<file path="src/rtl/irq_redir_pkg.sv">
package irq_redir_pkg;

  typedef struct packed {
    logic [7:0] dest;
    logic       mask;
    logic       trig;
    logic       pol;
    logic       dmode;
    logic [2:0] dlv;
    logic [7:0] vec;
  } rte_t;

  localparam rte_t RTE_RESET = '{dest: 8'h00, mask: 1'b1, trig: 1'b0, pol: 1'b0,
                                 dmode: 1'b0, dlv: 3'b000, vec: 8'h00};

  localparam logic [4:0] OFS_SEL = 5'h00;
  localparam logic [4:0] OFS_WIN = 5'h10;

  localparam logic [7:0] IDX_ID  = 8'h00;
  localparam logic [7:0] IDX_VER = 8'h01;
  localparam logic [7:0] IDX_TBL = 8'h10;

endpackage

</file>
<file path="src/rtl/irq_pin_ctl.sv">
module irq_pin_ctl (
  input  logic       clk,
  input  logic       rst,
  input  logic       irq_raw,
  input  logic       cfg_pol,
  input  logic       cfg_trig,
  input  logic       cfg_mask,
  input  logic [7:0] cfg_vec,
  input  logic       eoi_valid,
  input  logic [7:0] eoi_vec,
  input  logic       accept,
  output logic       pend,
  output logic       rirr
);

  logic act, act_q;
  assign act = irq_raw ^ cfg_pol;

  always_ff @(posedge clk) begin
    if (rst) begin
      act_q <= 1'b0;
      pend  <= 1'b0;
      rirr  <= 1'b0;
    end else begin
      act_q <= act;
      // pending request
      if (cfg_mask)
        pend <= 1'b0;
      else if (cfg_trig)
        pend <= act & ~rirr & ~accept;
      else
        pend <= (pend & ~accept) | (act & ~act_q);
      // in-service flag, level mode only
      if (!cfg_trig)
        rirr <= 1'b0;
      else if (accept)
        rirr <= 1'b1;
      else if (eoi_valid && eoi_vec == cfg_vec)
        rirr <= 1'b0;
    end
  end

endmodule

</file>
<file path="src/rtl/irq_prio_pick.sv">
module irq_prio_pick #(
  parameter int N  = 24,
  parameter int PW = 5
) (
  input  logic [N-1:0]  req,
  output logic          any,
  output logic [PW-1:0] idx
);

  always_comb begin
    any = |req;
    idx = '0;
    for (int i = N - 1; i >= 0; i--)
      if (req[i]) idx = PW'(i);
  end

endmodule

</file>
<file path="src/rtl/irq_redirector.sv">
module irq_redirector
  import irq_redir_pkg::*;
#(
  parameter int         NUM_PINS = 24,
  parameter logic [7:0] VERSION  = 8'h20
) (
  input  logic                clk,
  input  logic                rst,
  input  logic                bus_en,
  input  logic                bus_we,
  input  logic [4:0]          bus_addr,
  input  logic [31:0]         bus_wdata,
  output logic [31:0]         bus_rdata,
  input  logic [NUM_PINS-1:0] irq_in,
  output logic                msg_valid,
  input  logic                msg_ready,
  output logic [7:0]          msg_vector,
  output logic [2:0]          msg_dlv,
  output logic                msg_dmode,
  output logic [7:0]          msg_dest,
  input  logic                eoi_valid,
  input  logic [7:0]          eoi_vector
);

  localparam int         PIN_W    = (NUM_PINS > 1) ? $clog2(NUM_PINS) : 1;
  localparam logic [7:0] TBL_END  = 8'(IDX_TBL + 2 * NUM_PINS);
  localparam logic [31:0] VER_WORD = {8'h00, 8'(NUM_PINS - 1), 8'h00, VERSION};

  logic [7:0]          sel_q, id_q;
  rte_t                tbl [NUM_PINS];
  logic [NUM_PINS-1:0] pend, rirr, acc, mask_v, trig_v, elig;
  logic [PIN_W-1:0]    cur_pin, pick, rd_pin;
  logic                found, in_tbl, win_wr;
  logic [7:0]          tbl_off;
  logic [31:0]         win_rd;
  rte_t                rd_e;

  assign win_wr  = bus_en & bus_we & (bus_addr == OFS_WIN);
  assign in_tbl  = (sel_q >= IDX_TBL) && (sel_q < TBL_END);
  assign tbl_off = sel_q - IDX_TBL;
  assign rd_pin  = PIN_W'(tbl_off >> 1);

  // select and ID registers
  always_ff @(posedge clk) begin
    if (rst) begin
      sel_q <= 8'h00;
      id_q  <= 8'h00;
    end else if (bus_en && bus_we) begin
      if (bus_addr == OFS_SEL) sel_q <= bus_wdata[7:0];
      if (win_wr && sel_q == IDX_ID) id_q <= bus_wdata[31:24];
    end
  end

  // redirection table
  always_ff @(posedge clk) begin
    if (rst) begin
      for (int i = 0; i < NUM_PINS; i++) tbl[i] <= RTE_RESET;
    end else if (win_wr && in_tbl) begin
      if (sel_q[0]) begin
        tbl[rd_pin].dest <= bus_wdata[31:24];
      end else begin
        tbl[rd_pin].vec   <= bus_wdata[7:0];
        tbl[rd_pin].dlv   <= bus_wdata[10:8];
        tbl[rd_pin].dmode <= bus_wdata[11];
        tbl[rd_pin].pol   <= bus_wdata[13];
        tbl[rd_pin].trig  <= bus_wdata[15];
        tbl[rd_pin].mask  <= bus_wdata[16];
      end
    end
  end

  logic wire_unused;
  assign wire_unused = ^{bus_wdata[23:17], bus_wdata[14], bus_wdata[12]};

  // per-pin request logic
  generate
    for (genvar i = 0; i < NUM_PINS; i++) begin : g_pin
      assign mask_v[i] = tbl[i].mask;
      assign trig_v[i] = tbl[i].trig;
      assign acc[i]    = msg_valid & msg_ready & (cur_pin == PIN_W'(i));
      irq_pin_ctl i_pin (
        .clk       (clk),
        .rst       (rst),
        .irq_raw   (irq_in[i]),
        .cfg_pol   (tbl[i].pol),
        .cfg_trig  (tbl[i].trig),
        .cfg_mask  (tbl[i].mask),
        .cfg_vec   (tbl[i].vec),
        .eoi_valid (eoi_valid),
        .eoi_vec   (eoi_vector),
        .accept    (acc[i]),
        .pend      (pend[i]),
        .rirr      (rirr[i])
      );
    end
  endgenerate

  assign elig = pend & ~mask_v;

  irq_prio_pick #(.N(NUM_PINS), .PW(PIN_W)) i_pick (
    .req (elig),
    .any (found),
    .idx (pick)
  );

  // message output register
  always_ff @(posedge clk) begin
    if (rst) begin
      msg_valid  <= 1'b0;
      cur_pin    <= '0;
      msg_vector <= 8'h00;
      msg_dlv    <= 3'b000;
      msg_dmode  <= 1'b0;
      msg_dest   <= 8'h00;
    end else if (msg_valid) begin
      if (msg_ready) msg_valid <= 1'b0;
    end else if (found) begin
      msg_valid  <= 1'b1;
      cur_pin    <= pick;
      msg_vector <= tbl[pick].vec;
      msg_dlv    <= tbl[pick].dlv;
      msg_dmode  <= tbl[pick].dmode;
      msg_dest   <= tbl[pick].dest;
    end
  end

  // window read mux
  assign rd_e = tbl[rd_pin];
  always_comb begin
    win_rd = 32'hFFFF_FFFF;
    if (sel_q == IDX_ID)
      win_rd = {id_q, 24'h0};
    else if (sel_q == IDX_VER)
      win_rd = VER_WORD;
    else if (in_tbl)
      win_rd = sel_q[0] ? {rd_e.dest, 24'h0}
                        : {15'h0, rd_e.mask, rd_e.trig, rirr[rd_pin], rd_e.pol,
                           pend[rd_pin], rd_e.dmode, rd_e.dlv, rd_e.vec};
  end

  always_ff @(posedge clk) begin
    if (rst)
      bus_rdata <= 32'h0;
    else if (bus_en && !bus_we)
      case (bus_addr)
        OFS_SEL: bus_rdata <= {24'h0, sel_q};
        OFS_WIN: bus_rdata <= win_rd;
        default: bus_rdata <= 32'h0;
      endcase
  end

endmodule

</file>
<file path="config.mk">
export PLATFORM = sky130hd
export DESIGN_NAME = irq_redirector
export DESIGN_NICKNAME = d
export VERILOG_FILES = /design/src/rtl/irq_redir_pkg.sv /design/src/rtl/irq_pin_ctl.sv /design/src/rtl/irq_prio_pick.sv /design/src/rtl/irq_redirector.sv
export SDC_FILE = /design/constraint.sdc
export NUM_CORES = 2
export LEC_CHECK = 0
export ABC_AREA = 0
export ABC_CLOCK_PERIOD_IN_PS = 8990
export BUFFER_PORTS_ARGS = -buffer_cell sky130_fd_sc_hd__buf_4
export CORE_ASPECT_RATIO = 1.2
export CORE_MARGIN = 2
export CORE_UTILIZATION = 60
export DETAILED_ROUTE_END_ITERATION = 8
export PLACE_DENSITY = 0.77
export RECOVER_POWER = 50
export REMOVE_ABC_BUFFERS = 1
export SLEW_MARGIN = 20
export SYNTH_ARGS = -nofsm -noshare
export SYNTH_HDL_FRONTEND = slang
export SYNTH_SLANG_ARGS = --single-unit
</file>
<file path="constraint.sdc">
create_clock -name clk -period 8.99 [get_ports clk]
set_input_delay 0.899 -clock clk [delete_from_list [all_inputs] [get_ports clk]]
set_output_delay 0.899 -clock clk [all_outputs]
set_load 0.005 [all_outputs]
</file>
==> results.py <==
metrics = {
    "status": {
        "outcome": "finished, violations left",
        "violations": "capacitance limit, slew limit",
    },
    "sta": {
        "fmax_mhz": 153,
        "worstMarginPinSlew_ns": 4.20,
        "finalCriticalPeriod_ns": 6.55,
        "slew_violations": 1033,
        "maxSlewHeadroom": -1.80,
        "hold_violations": 0,
        "clock_skew_ns": 0.0274,
        "period_share": 0.729,
        "setup_violations": 0,
        "holdWs_ns": 0.456,
        "rsz0062_at_grt": "no",
    },
    "pwr": {
        "p_leak_uw": 0.0166,
        "power.switching_uw": 2040,
        "intPower_uw": 6880,
        "clkPwrFrac": 0.430,
        "pwr-share-comb": 0.058,
        "p_per_area_nw_per_um2": 181,
        "ir_worst_vdd_mv": 0.126,
        "finalPower_uw": 8920,
        "power_frac_seq": 0.512,
        "swShare": 0.228,
    },
    "clock_network": {
        "cts_buffers": 85,
        "postCtsSetupBuffers": 0,
        "cts_resized": 0,
        "clockBufferDepth": 3,
        "cts_num_sinks": 877,
        "htree_levels": 3,
        "cts_tree": "done",
        "clk_pin_slew_ns": 0.06,
        "cts-root-buf": "clkbuf_16",
        "clock_latency_ns": 0.67,
        "hold_buffers": 0,
    },
    "layout": {
        "fin_cells": 4747,
        "layout_commonest_cell": "edfxtp_1",
        "multi_input_area_um2": 18900,
        "layout-area-overhead-vs-synth_pct": 9.39,
        "layout.nets": 3745,
        "drive_gt1_frac": 0.152,
        "final_cell_mix": "edfxtp_1, nand2_1, and2_1",
        "seqCellArea_um2": 24900,
        "nFillCells": 5519,
    },
    "placement": {
        "dp.cells": 4585,
        "dp_hpwl_um": 95200,
        "port_buffers": 118,
        "gp_congestion": 0.990,
    },
    "setup_path": {
        "path_cells": "clkbuf_1 > clkbuf_1 > or2_2",
        "cp_data_required_time_ns": 9.29,
        "crit_fanout": 83,
        "critPathBufInv": 2,
        "slowest_stage": "clkbuf_1",
        "path_class": "primary input to register",
        "crit_top_cell": "clkbuf_1",
        "slowest_delay_ns": 3.00,
        "start_kind": "primary input",
        "crit_arrival_ns": 6.85,
        "critPathTopFamily": "buffers and inverters",
        "crit_path_end_kind": "register",
    },
    "synth": {
        "syn_avg_cell_area_um2": 12.2,
        "seq_area_frac_synth": 0.553,
        "synthArstFlopShare": 0,
        "yosysWarnings": 0,
        "synthFlopType": "edfxtp_1",
        "ys_ff_latch": 877,
        "synth_edf_count": 736,
        "syn_inst": 3683,
        "synth_area_um2": 45100,
        "synth.distinct_cells": 69,
    },
    "die": {
        "dieArea_um2": 77300,
        "fp.dieW_um": 254,
        "design.core.area_um2": 74700,
        "fp.dieH_um": 304,
        "ioPinCount": 128,
        "start_util": 0.603,
        "rows": 110,
    },
    "drt": {
        "drt_first_pass_iters": 7,
        "remaining_drc_errors": 0,
        "routed_wl_um": 147000,
        "viasPerCell": 6.90,
        "drtAntennaViolNets": 0,
        "vias": 32737,
        "drtIter0Drc": 5332,
        "wl_per_cell_um": 31.1,
    },
    "global_routing": {
        "antenna_found_initial": 7,
        "grt_pass1_wl_um": 211000,
        "grt_pass1_vias": 31594,
        "grt_use_total": 0.382,
        "grt_max_degree": 113,
        "grt_util_met1": 0.494,
        "grt-ovfl-total": 0,
        "grt.met2_usage": 0.584,
        "use_met3": 0.0953,
        "grt-busiest-layer": "met2",
    },
    "hold_path": {
        "hold_class": "register to register",
    },
    "run": {
        "cap_violations": 30,
    },
}
==> cells by family after synthesis <==
| logic type | synth area share |
|---|---|
| compound gates | 0.0493 |
| simple gates | 0.190 |
| fa+ha+maj | 0.00167 |
| flops | 0.553 |
| buf+inv | 0.0281 |
| xor+xnor | 0.0420 |
| mux | 0.136 |
==> cell type report <==
| class | count | area share |
|---|---|---|
| tap | 1008 | 0.0256 |
| timing repair buffer | 181 | 0.0229 |
| inverter | 12 | 0.000914 |
| clock inverter | 47 | 0.0106 |
| sequential | 877 | 0.506 |
| multi-input combinational | 2507 | 0.384 |
| antenna | 3 | 0.000152 |
| clock buffer | 112 | 0.0503 |
==> synthesized netlist by cell type (27+ instances only) <==
cell type    n  share of area
o21ai_0     53         0.0059
clkbuf_1   183          0.015
edfxtp_1   736           0.49
nand3_1    156          0.017
mux4_2     244           0.12
a21oi_1     46         0.0051
buf_2       72         0.0080
nor4_1      27         0.0037
or2_2       31         0.0043
dfxtp_1    141          0.063
nand2b_1    28         0.0039
mux2i_1     54          0.012
nor2_1     177          0.015
a31oi_1     65         0.0090
nand4_1     75          0.010
xor2_1     168          0.033
nand2_1    453          0.038
nor3_1      54         0.0060
and2_1     530          0.074
xnor2_1     48         0.0093
==> worst paths after layout <==
kind	startpoint	end	slack, ns	cells past startpoint
worst min-delay path	tbl[10][14]$_SDFFCE_PN1P_	g_pin[10].i_pin.pend$_SDFF_PP0_	0.46	1
worst min register to register	tbl[10][14]$_SDFFCE_PN1P_	g_pin[10].i_pin.pend$_SDFF_PP0_	0.46	1
worst max register to register	sel_q[4]$_SDFFE_PP0P_	tbl[11][1]$_SDFFCE_PN0P_	3.45	9
worst max-delay path	rst	tbl[11][1]$_SDFFCE_PN0P_	2.44	3
==> registers in the layout, indices dropped and copies added (netlist names) <==
register           flops
g_pin.i_pin.rirr      24
cur_pin                5
msg_valid              1
sel_q                  8
id_q                   8
tbl                  736
g_pin.i_pin.act_q     24
bus_rdata             27
msg_dest               8
msg_dmode              1
msg_vector             8
g_pin.i_pin.pend      24
msg_dlv                3
==> power by group through the flow <==
stage / Sequential [uW] / Clock, uW / Combinational [uW]
3_3_place_gp: 4640 / 0 / 491
2_1_floorplan: 4620 / 0 / 254
4_1_cts: 4560 / 3830 / 502
3_5_place_dp: 4650 / 0 / 499
5_1_grt: 4570 / 3990 / 531
6_report: 4570 / 3840 / 515
==> metal layers <==
layer	vias to the layer above	part of all wire
li1	13509	-
met1	15971	0.34
met2	2651	0.45
met3	606	0.13
met4	0	0.077
met5	-	0
==> per-stage QoR <==
stage                     worst slack, ns  TNS, ns   util  cell area (um2)
after floorplan                     -1.59  -382.07      -            43800
after global placement               4.25        0  0.623            46600
after detailed placement             4.18        0  0.623            46600
after CTS                            4.19        0  0.663            49600
after global routing                 2.36        0  0.660            49300
final                                2.44        0  0.660            49300
Power figures use the tool's default switching activity.
